**src/rtl/det_busy_pkg.sv**
```systemverilog
package det_busy_pkg;

    // State of one timed busy or protection window
    typedef enum logic {
        W_IDLE = 1'b0,
        W_RUN  = 1'b1
    } win_state_e;

endpackage

```
**src/rtl/dbc_window.sv**
```systemverilog
module dbc_window
    import det_busy_pkg::*;
#(
    parameter int LEN_W = 4
) (
    input  logic             clk,
    input  logic             rst_n,
    input  logic             start,
    input  logic [LEN_W-1:0] len,
    output logic             active
);

    localparam logic [LEN_W-1:0] ONE  = LEN_W'(1);
    localparam logic [LEN_W-1:0] ZERO = '0;

    win_state_e       st_q, st_d;
    logic [LEN_W-1:0] cnt_q, cnt_d;

    // state register
    always_ff @(posedge clk) begin
        if (!rst_n) begin
            st_q  <= W_IDLE;
            cnt_q <= ZERO;
        end else begin
            st_q  <= st_d;
            cnt_q <= cnt_d;
        end
    end

    // next state: arm, reload, tick, expire, kill
    always_comb begin
        st_d  = st_q;
        cnt_d = cnt_q;
        if (start) begin
            if (len == ZERO) begin
                st_d  = W_IDLE;
                cnt_d = ZERO;
            end else begin
                st_d  = W_RUN;
                cnt_d = len;
            end
        end else begin
            unique case (st_q)
                W_IDLE: begin
                    st_d  = W_IDLE;
                    cnt_d = ZERO;
                end
                W_RUN: begin
                    if (cnt_q <= ONE) begin
                        st_d  = W_IDLE;
                        cnt_d = ZERO;
                    end else begin
                        cnt_d = cnt_q - ONE;
                    end
                end
                default: begin
                    st_d  = W_IDLE;
                    cnt_d = ZERO;
                end
            endcase
        end
    end

    // outputs
    always_comb begin
        active = (st_q == W_RUN);
    end

endmodule

```
**src/rtl/dbc_det_slice.sv**
```systemverilog
module dbc_det_slice #(
    parameter int LEN_W = 4
) (
    input  logic             clk,
    input  logic             rst_n,
    input  logic             trig,
    input  logic             contam,
    input  logic             loc_en,
    input  logic [LEN_W-1:0] loc_len,
    input  logic [LEN_W-1:0] cont_len,
    input  logic [LEN_W-1:0] prot_len,
    output logic             loc_act,
    output logic             cont_act,
    output logic             prot_act
);

    logic loc_start;

    always_comb begin
        loc_start = trig & loc_en;
    end

    dbc_window #(.LEN_W(LEN_W)) u_loc (
        .clk    (clk),
        .rst_n  (rst_n),
        .start  (loc_start),
        .len    (loc_len),
        .active (loc_act)
    );

    dbc_window #(.LEN_W(LEN_W)) u_cont (
        .clk    (clk),
        .rst_n  (rst_n),
        .start  (contam),
        .len    (cont_len),
        .active (cont_act)
    );

    dbc_window #(.LEN_W(LEN_W)) u_prot (
        .clk    (clk),
        .rst_n  (rst_n),
        .start  (trig),
        .len    (prot_len),
        .active (prot_act)
    );

endmodule

```
**src/rtl/dbc_followed.sv**
```systemverilog
module dbc_followed #(
    parameter int NUM_DET = 16
) (
    input  logic               clk,
    input  logic               rst_n,
    input  logic               contam,
    input  logic [NUM_DET-1:0] prot_act,
    input  logic [NUM_DET-1:0] clr,
    output logic [NUM_DET-1:0] flags
);

    logic [NUM_DET-1:0] flags_q, flags_d, hit;

    always_ff @(posedge clk) begin
        if (!rst_n) flags_q <= '0;
        else        flags_q <= flags_d;
    end

    // set has priority over the clear strobe
    always_comb begin
        hit     = prot_act & {NUM_DET{contam}};
        flags_d = (flags_q & ~clr) | hit;
    end

    always_comb begin
        flags = flags_q;
    end

endmodule

```
**src/rtl/det_busy_combiner.sv**
```systemverilog
module det_busy_combiner #(
    parameter int NUM_DET = 16,
    parameter int LEN_W   = 4
) (
    input  logic                          clk,
    input  logic                          rst_n,
    input  logic [NUM_DET-1:0]            ext_busy,
    input  logic [NUM_DET-1:0]            trig_mask,
    input  logic                          contam,
    input  logic [NUM_DET-1:0]            loc_en,
    input  logic [NUM_DET-1:0][LEN_W-1:0] loc_len,
    input  logic [NUM_DET-1:0]            cont_en,
    input  logic [NUM_DET-1:0][LEN_W-1:0] cont_len,
    input  logic [NUM_DET-1:0][LEN_W-1:0] prot_len,
    input  logic [NUM_DET-1:0]            fol_clr,
    output logic [NUM_DET-1:0]            busy_final,
    output logic [NUM_DET-1:0]            sts_ext,
    output logic [NUM_DET-1:0]            sts_local,
    output logic [NUM_DET-1:0]            sts_contam,
    output logic [NUM_DET-1:0]            sts_followed
);

    logic [NUM_DET-1:0] loc_act, cont_act, prot_act;

    for (genvar d = 0; d < NUM_DET; d++) begin : g_det
        dbc_det_slice #(.LEN_W(LEN_W)) u_slice (
            .clk      (clk),
            .rst_n    (rst_n),
            .trig     (trig_mask[d]),
            .contam   (contam),
            .loc_en   (loc_en[d]),
            .loc_len  (loc_len[d]),
            .cont_len (cont_len[d]),
            .prot_len (prot_len[d]),
            .loc_act  (loc_act[d]),
            .cont_act (cont_act[d]),
            .prot_act (prot_act[d])
        );
    end

    dbc_followed #(.NUM_DET(NUM_DET)) u_fol (
        .clk      (clk),
        .rst_n    (rst_n),
        .contam   (contam),
        .prot_act (prot_act),
        .clr      (fol_clr),
        .flags    (sts_followed)
    );

    always_comb begin
        sts_ext    = ext_busy;
        sts_local  = loc_act;
        sts_contam = cont_act;
        busy_final = ext_busy | loc_act | (cont_act & cont_en);
    end

endmodule

```
**config.mk**
```make
export PLATFORM = sky130hd
export DESIGN_NAME = det_busy_combiner
export DESIGN_NICKNAME = d
export VERILOG_FILES = /design/src/rtl/det_busy_pkg.sv /design/src/rtl/dbc_window.sv /design/src/rtl/dbc_det_slice.sv /design/src/rtl/dbc_followed.sv /design/src/rtl/det_busy_combiner.sv
export SDC_FILE = /design/constraint.sdc
export NUM_CORES = 1
export LEC_CHECK = 0
export BUFFER_PORTS_ARGS = -buffer_cell sky130_fd_sc_hd__clkbuf_2
export CORE_MARGIN = 3
export CORE_UTILIZATION = 30
export CTS_BUF_LIST = sky130_fd_sc_hd__clkbuf_8 sky130_fd_sc_hd__clkbuf_16
export DETAILED_ROUTE_END_ITERATION = 10
export GPL_ROUTABILITY_DRIVEN = 0
export GPL_TIMING_DRIVEN = 0
export HOLD_SLACK_MARGIN = 0.05
export SYNTH_ARGS = -nofsm -noshare
export SYNTH_HDL_FRONTEND = slang
export SYNTH_SLANG_ARGS = --single-unit
```
**constraint.sdc**
```tcl
create_clock -name clk -period 1.7 [get_ports clk]
set_input_delay 0.34 -clock clk [delete_from_list [all_inputs] [get_ports clk]]
set_output_delay 0.34 -clock clk [all_outputs]
set_load 0.05 [all_outputs]
```
After elaboration in Yosys (flattened, before gate mapping):

Cells that the tools add are included.

* reduce and logical (&&, ||, !) cells: 48
* mux-type cells: 384
* bitwise operators: 71
* add/sub/neg operators: 48
* order comparisons: 48

Operator list (number)
* 4-bit 2-to-1 mux: 144
* 4-bit case mux with 2 select lines: 48
* 4-bit by 1-bit less-or-equal comparator with 1-bit output, second input constant: 48
* 4-bit logical NOT: 48
* 4-bit by 1-bit subtractor with 4-bit output, second input constant: 48
* 1-bit 2-to-1 mux: 144
* 1-bit case mux with 2 select lines: 48
* 16-bit AND: 3
* 1-bit NOT: 48
* 16-bit OR: 3
* 1-bit AND: 16
* 16-bit NOT: 1

* register bits: 256
* logic and storage cells: 696
* input port bits: 275

Longest topological paths before layout:

* depth after elaboration: 4
* mapped depth: 5
* gate-level depth less buffers: 5

Cells and area by module:

A second synthesis with hierarchy kept.

* cells, all modules: 1507
* area, all modules: 14545.2 µm²

By module, submodules not included
* dbc_window: area each 281.5 µm², cells each 29, instances 48
* dbc_followed: area each 671.9 µm², cells each 67, instances 1
* det_busy_combiner: area each 260.2 µm², cells each 32, instances 1
* dbc_det_slice: area each 6.3 µm², cells each 1, instances 16

Least setup slack after synthesis:

No wires, ideal clock.

* path kind: reg-to-reg
* from: reg g_det[0].u_slice.u_cont.cnt_q[0]
* to: reg g_det[0].u_slice.u_cont.cnt_q[3]
* arrival: 1.239 ns
* slack: 0.376 ns
* stages on the path, launching flop included: 6
* cell sequence: dfxtp_1 > inv_1 > ha_1 > or2_1 > a21o_1 > o31ai_2

* longest elaborated chain between the ends: 4
* elaborated cells between the ends (all ways): 5
* classes of those cells: add/sub: 1; order compare: 1; mux: 3

RTL lines
* start, declared: line dbc_window.sv:17 `logic [LEN_W-1:0] cnt_q, cnt_d;`
* start signal, assigned: line dbc_window.sv:26 `cnt_q <= cnt_d;`
* 4-bit by 1-bit subtractor with 4-bit output / 4-bit by 1-bit less-or-equal comparator with 1-bit output (equally long branches): line dbc_window.sv:53, dbc_window.sv:49
* 4-bit 2-to-1 mux *: line dbc_window.sv:49 `if (cnt_q <= ONE) begin`
* 4-bit case mux with 2 select lines *: line dbc_window.sv:43 `unique case (st_q)`
* 4-bit 2-to-1 mux *: line dbc_window.sv:34 `if (start) begin`

Mark *: on every way between the ends. The rest lies on a longest branch, timed or not.
A chain may end at the register's enable or synchronous reset.

Worst setup path in the final report:

* from: reg g_det[10].u_slice.u_cont.st_q
* to: out busy_final[10]

* longest elaborated chain between the ends: 2

RTL lines
* start, declared: line dbc_window.sv:16 `win_state_e st_q, st_d;`
* start signal, assigned: line dbc_window.sv:25 `st_q <= st_d;`
* 16-bit AND: line det_busy_combiner.sv:54 `busy_final = ext_busy | loc_act | (cont_act & cont_en);`
* 16-bit OR: line det_busy_combiner.sv:54
* end, declared: line det_busy_combiner.sv:16 `output logic [NUM_DET-1:0] busy_final,`

Every way passes these cells.

==> parameters.txt <==
Parameter                              Value

Global route
  GRT Residual Overflow    0
  Pin count of the biggest net entering global routing    15
  Global Route met1 Usage    23.1%
  Vias in the first global route    14,200
  Initial antenna violation count    5
  Grt met3 use    2.79%
  Overall track demand over capacity in global routing    18.5%
  Met2 global-route usage    about a third
  Global-route wire length before repair    approximately 75,000 um
  GR peak layer    met2

Timing
  Time the worst path needs with I/O delays and setup    around 1.7 ns
  Worst Max-Slew Pin Slew    1.13 ns
  Final setup fails    9
  Clock skew after layout    around 0.014 ns
  Timing-limited maximum frequency    ~0.58 GHz
  Crit share post-route    102%
  Setup TNS    -0.0905 ns
  Max_slew headroom    24.5%
  Worst path setup slack after routing    -0.0272 ns
  Number of pins exceeding their max-slew limit in the final report    0
  Unrepaired setup endpoints after global routing    true
  Total count of hold-check failures in the final report    0

Yosys
  Largest cells by area after synthesis    dfxtp_1 (35%), ha_1 (8.3%), a21oi_1 (6.6%)
  Number of different library cells in the post-synthesis netlist    35
  Post-synth EDFFs    0
  Cells after Synth    1,630
  Yosys warns    0
  Net count of the mapped netlist    roughly 2,000
  Post-synth top area share    ~35%
  Cell taking the most area after synthesis    dfxtp_1
  Top flip-flop cell by instance count after synthesis    dfxtp_1
  Syn avg cell area    8.87 um2
  Most frequently used cell type in the post-synthesis netlist    dfxtp_1
  Area of the mapped netlist    about 14,000 um2
  Share of flip-flops with an asynchronous set or reset    0%
  Number of register bits inferred by synthesis    256
  Cell types with the highest counts after synthesis    dfxtp_1 (256), a21oi_1 (192), nand2_1 (144)
  Sequential cell area fraction in the yosys report    35.4%

Route
  Routed Antenna Nets    0
  1st-iter DRT viols    705
  Vias per cell    around 5.0
  Total length of routed wires    48,600 um
  Routed WL per cell    17.3 um
  First-pass iteration count of the detailed router    5
  Count of vias placed by the detailed router    14,100
  Number of remaining DRC errors    0

Placement
  # port buffers    approximately 340
  Number of cells after detailed placement    2,574
  Placed instance area    16,900 um2
  Detailed-placement wirelength estimate    between 30,000 and 40,000 um

Floorplanning
  Initial core utilization    between 30% and 40%
  Floorplan die width    226 um
  Core area    47,100 um2
  Cell row count    79
  Io pins    355
  Die span in y    roughly 230 um
  Full die area    between 50,000 and 60,000 um2

Power
  Power density over the cells    840 nW/um2
  Switching part of the total power    28.4%
  Combinational share of power    about a fifth
  Worst vdd rail ir drop    0.630 mV
  Internal power of the cells    around 12 mW
  Sequential Power Share    38.9%
  Leakage dissipation    8.25 nW
  Share of total power in the clock network    between 40 and 50%
  Power dissipated by switching net loads    4.79 mW

Critical path
  Crit path cell chain    a211o_1 -> buf_8
  Critical path arrival    1.39 ns
  Category of cells accounting for the largest share of critical-path delay    flip-flops
  Reg2reg setup slack    0.20 ns
  Launching point of the worst reg2reg path    g_det[14].u_slice.u_prot.cnt_q[0]
  Required time of the critical path    1.36 ns
  Nature of the critical path startpoint    register
  Kind of critical path    reg -> out
  Count of buffering cells on the critical path with inverters included    1
  Worst reg2reg path endpoint    g_det[14].u_slice.u_prot.cnt_q[3]
  Highest cell delay on the worst timing path    approximately 0.35 ns
  Crit-path slowest cell    dfxtp_4
  Cell depth of the worst flop-to-flop path    5
  Critical path peak fanout    3
  CP endpoint kind    output pin

Final layout
  Final net count    2,559
  Final non-filler cell total    2,818
  Share of post-route cells with drive strength above 1    27.6%
  Fill cell count    4,606
  Post-route cell area    20,100 um2
  Utilization after layout    42.8%
  Post-synthesis to final-layout area growth    39.1%

Status
  Run status    complete, but fails checks
  Violations in the final reports    negative setup slack

CTS
  Clock slew seen by the registers of the worst setup and hold paths    0.06 ns
  Inserted Clock Buffers    30
  Maximum number of buffers from clock root to sink    3
  Clock network latency to the later pin of the worst-skew pair    between 0.5 and 0.6 ns
  Number of sinks on the clock net    256
  Clock Tree Root    clkbuf_16
  CTS H-tree lvls    1
  Clock tree from TritonCTS    yes

Job
  Max-cap violation count    0

Worst hold path
  Hold Crit Depth    3
  Hold-critical path endpoint    g_det[10].u_slice.u_prot.active
  Hold crit path type    in -> reg
  Hold path startpoint    prot_len[42]
worst max-delay path by stage:
stage / endpoint / slack, ns / depth (start not counted) / start
after floorplan: g_det[0].u_slice.u_cont.cnt_q[3] / 0.38 / 5 / g_det[0].u_slice.u_cont.cnt_q[0]
after global placement: g_det[0].u_slice.u_loc.cnt_q[0] / -0.27 / 5 / rst_n
after detailed placement: u_fol.flags[13] / -0.28 / 5 / rst_n
after CTS: busy_final[10] / -0.08 / 2 / g_det[10].u_slice.u_cont.active
after global routing: busy_final[10] / -0.09 / 2 / g_det[10].u_slice.u_cont.active
final: busy_final[10] / -0.03 / 2 / g_det[10].u_slice.u_cont.active
logic make-up (layout without fill, tap and decap cells):
kind of cell             after synthesis  count (layout)  synth area share (%)
buffers and inverters                206             786                  7.34
AO/OA/AOI/OAI                        544             544                  26.8
AND/OR/NAND/NOR                      432             432                  16.3
adder cells (fa/ha/maj)               96              96                  8.30
XOR/XNOR                              96              96                  5.81
other                                  0               1                     0
flip-flops                           256             256                  35.4
tightest hold or removal path, delay by kind of cell:
kind            cells  cell delay, ns
buf+inv             1            0.09
compound gates      2            0.19
power groups by stage:
stage | Clock, mW | Sequential (mW) | Combinational [mW]
global route | 7.28 | 6.62 | 3.82
global placement | 0 | 6.71 | 2.98
detailed placement | 0 | 6.72 | 3.02
CTS | 7.05 | 6.58 | 3.47
floorplan | 0 | 6.70 | 2.01
finish | 6.82 | 6.58 | 3.49
layer usage:
layer | vias up | wire length, um
li1 | 6957 | -
met1 | 6658 | 21300
met2 | 387 | 23800
met3 | 93 | 2380
met4 | 2 | 1150
met5 | - | 13
cell usage in the layout, fill, tap and decap left out, types with 70 or more instances in the layout:
cell type and instances:
inv_1 101, nand2_1 144, clkbuf_2 300, dfxtp_1 224, a211o_1 80, a21oi_1 192
dlygate4sd3_1 177, ha_1 96, buf_4 70, xnor2_1 79
repair_timing:
item,4_1_cts,5_1_grt
endpoints found under the hold margin,180,0
buffers inserted,11,1
pin swaps,1,0
setup endpoints to repair,48,20
hold buffers,177,0
gates resized for setup,97,19
flip-flops by register name (all words and copies together), names as in the netlist:
name and flops:
g_det.u_slice.u_loc.cnt_q 64, g_det.u_slice.u_prot.active 16, u_fol.flags 16, g_det.u_slice.u_loc.active 16
g_det.u_slice.u_cont.active 16, g_det.u_slice.u_cont.cnt_q 64, g_det.u_slice.u_prot.cnt_q 64
layout make-up:
cell class / instances / area, um2 / share of cell area [%]
clock buffers: 39 / 886 / 4.40
repair buffers: 526 / 3760 / 18.7
clock inverters: 15 / 169 / 0.840
well taps: 607 / 759 / 3.78
flip-flops and latches: 256 / 5200 / 25.9
inverters: 97 / 364 / 1.81
plain buffers: 109 / 697 / 3.46
multi-input cells: 1168 / 8280 / 41.2
diodes: 1 / 2.50 / 0.0124
stage by stage:
step	setup WS, ns	power, mW	hold WS [ns]
6_report	-0.0272	16.9	0.0794
5_1_grt	-0.0863	17.7	0.0698
4_1_cts	-0.0840	17.1	0.0503
3_5_place_dp	-0.275	9.74	0.460
3_3_place_gp	-0.270	9.69	0.454
2_1_floorplan	0.376	8.71	0.444
(Power assumes the default switching activity.)
